## src/rtl/xlat_buf.sv

```systemverilog
module xlat_buf #(
  parameter int ENTRIES = 32,
  parameter int PERM_W  = 4
) (
  input  logic              clk,
  input  logic              rst,
  input  logic              lk_en,
  input  logic [31:0]       lk_va,
  input  logic              fl_en,
  input  logic [31:0]       fl_va,
  input  logic [31:0]       fl_pa,
  input  logic [1:0]        fl_size,
  input  logic [PERM_W-1:0] fl_perm,
  input  logic              flush,
  output logic              rs_valid,
  output logic              rs_hit,
  output logic [31:0]       rs_pa,
  output logic [PERM_W-1:0] rs_perm
);
  localparam int PW = $clog2(ENTRIES);

  logic [ENTRIES-1:0] vld;
  logic [ENTRIES-1:0] match;
  logic [19:0]        tag [ENTRIES];
  logic [19:0]        frm [ENTRIES];
  logic [1:0]         sz  [ENTRIES];
  logic [PERM_W-1:0]  prm [ENTRIES];
  logic [PW-1:0]      ptr;

  logic              sel_hit;
  logic [31:0]       sel_pa;
  logic [PERM_W-1:0] sel_perm;

  function automatic logic [19:0] pmask(input logic [1:0] s);
    case (s)
      2'b01:   return 20'hFFFF0;
      2'b10:   return 20'hFFF00;
      default: return 20'hFFFFF;
    endcase
  endfunction

  for (genvar i = 0; i < ENTRIES; i++) begin : g_cmp
    assign match[i] = vld[i] && (((tag[i] ^ lk_va[31:12]) & pmask(sz[i])) == 20'h0);
  end

  always_comb begin
    sel_hit  = 1'b0;
    sel_pa   = '0;
    sel_perm = '0;
    for (int i = ENTRIES - 1; i >= 0; i--) begin
      if (match[i]) begin
        sel_hit  = 1'b1;
        sel_pa   = {(frm[i] & pmask(sz[i])) | (lk_va[31:12] & ~pmask(sz[i])), lk_va[11:0]};
        sel_perm = prm[i];
      end
    end
  end

  wire do_fill = fl_en && !flush;

  always_ff @(posedge clk) begin
    if (rst) begin
      vld      <= '0;
      ptr      <= '0;
      rs_valid <= 1'b0;
      rs_hit   <= 1'b0;
      rs_pa    <= '0;
      rs_perm  <= '0;
    end else begin
      rs_valid <= lk_en;
      rs_hit   <= lk_en && sel_hit;
      rs_pa    <= (lk_en && sel_hit) ? sel_pa : '0;
      rs_perm  <= (lk_en && sel_hit) ? sel_perm : '0;
      if (flush) begin
        vld <= '0;
      end else if (do_fill) begin
        vld[ptr] <= 1'b1;
        ptr      <= ptr + 1'b1;
      end
    end
  end

  always_ff @(posedge clk) begin
    if (!rst && do_fill) begin
      tag[ptr] <= fl_va[31:12];
      frm[ptr] <= fl_pa[31:12];
      sz[ptr]  <= fl_size;
      prm[ptr] <= fl_perm;
    end
  end
endmodule

```

## config.mk

```make
export PLATFORM = sky130hd
export DESIGN_NAME = xlat_buf
export DESIGN_NICKNAME = d
export VERILOG_FILES = /design/src/rtl/xlat_buf.sv
export SDC_FILE = /design/constraint.sdc
export NUM_CORES = 2
export LEC_CHECK = 0
export ABC_AREA = 0
export BUFFER_PORTS_ARGS = -buffer_cell sky130_fd_sc_hd__buf_2
export CAP_MARGIN = 20
export CORE_MARGIN = 3
export CORE_UTILIZATION = 35
export CTS_BUF_LIST = sky130_fd_sc_hd__clkbuf_4
export DETAILED_ROUTE_END_ITERATION = 10
export PLACE_DENSITY_LB_ADDON = 0.2
export SYNTH_ARGS = -nofsm -noshare
export SYNTH_HDL_FRONTEND = slang
export SYNTH_SLANG_ARGS = --single-unit
export TNS_END_PERCENT = 100
```

## constraint.sdc

```tcl
create_clock -name clk -period 6.25 [get_ports clk]
set_clock_uncertainty 0.2 [all_clocks]
set_input_delay 1.25 -clock clk [delete_from_list [all_inputs] [get_ports clk]]
set_output_delay 1.25 -clock clk [all_outputs]
set_load 0.005 [all_outputs]
```

==> impl_metrics.toml <==
[status]
outcome = "finished, final reports clean"

[layout]
fillers = 17510
drive_above_1_share_pct = 21.72
nNetsFinal = 5117
finalNonFillerCells = 7746
synthToLayoutAreaGrowth_pct = 14.71

[synth]
async_flop_share_pct = 0
ys_top_cells_by_area = "edfxtp_1 67%, xor2_1 4.6%, xnor2_1 4.0%, mux2i_1 2.7%, dfxtp_1 2.3%"
synth_seq_cells = 1547
synth_top_area_share_pct = 66.95
synth_ff_type = "edfxtp_1"
synthDistinctLibCells = 84
synth_edf_count = 1472
avgSynthCellArea_sq_um = 14.69
syn_inst = 4495
syn_nets = 4641
synth_warnings = 0
syn_area_sq_um = 66020
synth.largest_area_cell = "edfxtp_1"
ys_seq_area_share_pct = 69.23

[cts]
clockRootBuffer = "clkbuf_4"
post_cts_resized = 0
cts_buffers = 422
cts.htree.levels = 5
clockBufferDepth = 4
clk_latency_ps = 1310
cts_setup_buffers = 0
cts_tree = "built"
cts.clk_slew.worst_paths_ps = 60
postCtsHoldBufs = 13
cts_sinks = 1547

[floorplanning]
dieArea_sq_um = 193900
core_area_sq_um = 186400
dieWidth_um = 440.3
initial_core_util_pct = 35.42
num_rows = 158
ioPinCount = 145
fp.dieH_um = 440.3

[timing]
fin_tns_setup_ps = 0
fin_crit_sh_pct = 78.93
min_period_ps = 4933
rsz0062_at_grt = "no"
tightest_slew_ps = 1146
fmax_ghz = 0.2027
setup_viol = 0
finalHoldViolCount = 0
maxSlewViolCount = 0
slew_headroom_pct = 23.62

[power_and_ir_drop]
comb_power_share_pct = 3.5
internal_power_mw = 16.07
clockPowerShare_pct = 41.7
p_leak_nw = 25.52
peakVddDrop_uv = 149.1
p_switching_mw = 4.668
swShare_pct = 22.51
p_seq_share_pct = 54.8
powerDensity_nw_per_um2 = 273.8

[setup_path]
cp_max_fo = 9
arrival_ps = 5920
slowest_delay_ps = 810
reg2reg_slack_ps = 1320
worstPathCellList = "inv_1 -> ha_1 -> o211ai_1 -> or4_1 -> nor2_1 -> nor2_1 -> o211ai_1 -> o2111ai_1 -> o2111ai_1 -> a21oi_1 -> a2111oi_0 -> o221ai_1 -> o221ai_1"
critPathCaptureType = "flip-flop"
setup.worst_path.class = "reg2reg"
cp-start-kind = "flip-flop"
slowest_stage = "a2111oi_0"
crit_required_ps = 7240

[drt]
firstDrtPassIters = 6
drc = 0
drtAntennaViolNets = 0
viasPerCell = 5.179
wirelength_mm = 189.7
vias = 40120
post_drt_wl_per_cell_um = 24.49
drt_iter0_drc = 3207

[placement]
dp_hpwl_mm = 120.5
portBuffers = 120
gp_congestion = 0.8295
dp_cells = 7013

[global_routing]
grt_pass1_wl_mm = 276.6
grt.met2_usage_pct = 29.80
grt_overflow = 0
track_usage_pct = 19.34
met1_usage_pct = 27.45
met3_usage_pct = 4.012
grt_antenna_before_repair = 12
grt.busiest_layer = "met2"
grt_max_degree = 47
grt_pass1_vias = 40480

[run]
drv_cap = 0

[min_path]
hp-class = "in2reg"
-- state kept, by name, summed over array words and instances (netlist names) --
| signal | count |
|---|---|
| rs_hit | 1 |
| rs_pa | 32 |
| prm | 128 |
| frm | 640 |
| ptr | 5 |
| rs_perm | 4 |
| rs_valid | 1 |
| tag | 640 |
| sz | 64 |
| vld | 32 |
-- per-layer routing --
layer  vias to the layer above  share of wire [%]  routed length [um]
li1                      18330                  -                   -
met4                         4                2.1                4022
met3                       294                6.4               12130
met2                      1327                 45               86260
met5                         -             0.0074                  14
met1                     20160                 46               87250
-- through the flow --
stage / hold slack [ps] / setup WS, ps / util [%] / instance area [sq um] / power, mW
floorplan: 217.6 / 1407 / - / 66020 / 11.93
global placement: 233.3 / 234.8 / 37.83 / 70530 / 12.31
detailed placement: 240.4 / 253.7 / 37.84 / 70540 / 12.32
CTS: 29.58 / 1418 / 40.60 / 75690 / 21.05
global route: 57.21 / 1106 / 40.62 / 75730 / 21.63
finish: 191.0 / 1317 / 40.62 / 75730 / 20.74
-- power by group through the flow --
| stage | Clock, mW | Combinational (mW) | Sequential [mW] |
|---|---|---|---|
| 6_report | 8.64 | 0.734 | 11.4 |
| 3_5_place_dp | 0 | 0.737 | 11.6 |
| 3_3_place_gp | 0 | 0.727 | 11.6 |
| 2_1_floorplan | 0 | 0.348 | 11.6 |
| 5_1_grt | 9.48 | 0.796 | 11.4 |
| 4_1_cts | 8.94 | 0.746 | 11.4 |
-- cells in the mapped netlist (all sizes together), types with 37 or more instances --
master and instances:
edfxtp 1472, xor2 343, xnor2 300, nor2 240, a21oi 215, mux2i 181, o21ai 169, nand2 167
buf 159, clkbuf 145, nor4 78, inv 77, dfxtp 75, mux2 69, nand3 62, nand4 61
and3 57, o221ai 53, o2111ai 51, o211ai 48, ha 39, nor3 37
-- path summary, 6_finish.rpt --
kind / start / to / cells past startpoint
setup reg to reg: sz[29][0]$_DFFE_PP_ / rs_pa[22]$_SDFF_PP0_ / 13
setup / recovery: sz[29][0]$_DFFE_PP_ / rs_pa[22]$_SDFF_PP0_ / 13
hold reg to reg: frm[0][14]$_DFFE_PP_ / rs_pa[26]$_SDFF_PP0_ / 2
hold / removal: fl_va[25] / tag[27][13]$_DFFE_PP_ / 1
-- cell families (layout without fill, tap and decap cells) --
group	after synthesis	in the layout	synth area share (%)
and+or+nand+nor	819	819	6.241
other	0	9	0
DFF	1547	1547	69.23
AOI/OAI and AO/OA	814	814	8.511
xor gates and xnor gates	643	643	8.530
buffers and inverters	383	1145	2.833
adders and majority gates	39	39	0.7391
muxes	250	250	3.921
-- layout by cell type (no fill, tap or decap), types with 21 or more instances in the layout --
master     synthesis  routed
and3_1            57      57
nand2_1          166     166
dfxtp_1           75      75
o211ai_1          48      48
nor2_1           237     205
nand3_1           62      62
a2111oi_0         21      21
edfxtp_1        1472    1472
a211oi_1          31      31
xor2_1           343     343
o21ai_0          158     158
xnor2_1          300     300
nor2b_1           25      25
nor3_1            33      32
a21oi_1          215     215
o2111ai_1         50      39
o221ai_1          53      53
nor2_4             0      32
clkinv_1           2      79
inv_1             77      77
buf_12             0      23
nor4_1            76      75
ha_1              39      39
o41ai_1           23      23
clkbuf_4           0     617
and2_1            21      21
buf_2             51     113
mux2i_1          181     181
nand4_1           61      61
buf_4             25     207
mux2_2            69      69
-- critical path: cells and delay by family (launching register included) --
kind / cells / cell delay (ps)
adder cells (fa/ha/maj): 1 / 440
AO/OA/AOI/OAI: 8 / 2320
buffers and inverters: 1 / 90
AND/OR/NAND/NOR: 3 / 1440
flip-flops: 1 / 350
-- area by class of cell --
| class | count | area (sq um) | share of cell area [%] |
|---|---|---|---|
| Clock inverter | 93 | 392.9 | 0.5188 |
| Antenna cell | 9 | 22.52 | 0.02974 |
| Clock buffer | 617 | 4632 | 6.116 |
| Tap cell | 2480 | 3103 | 4.097 |
| Multi-Input combinational cell | 2565 | 18870 | 24.92 |
| Timing Repair Buffer | 356 | 2710 | 3.579 |
| Inverter | 79 | 296.5 | 0.3916 |
| Sequential cell | 1547 | 45700 | 60.35 |
No activity file was read; power rests on OpenSTA's default activity.
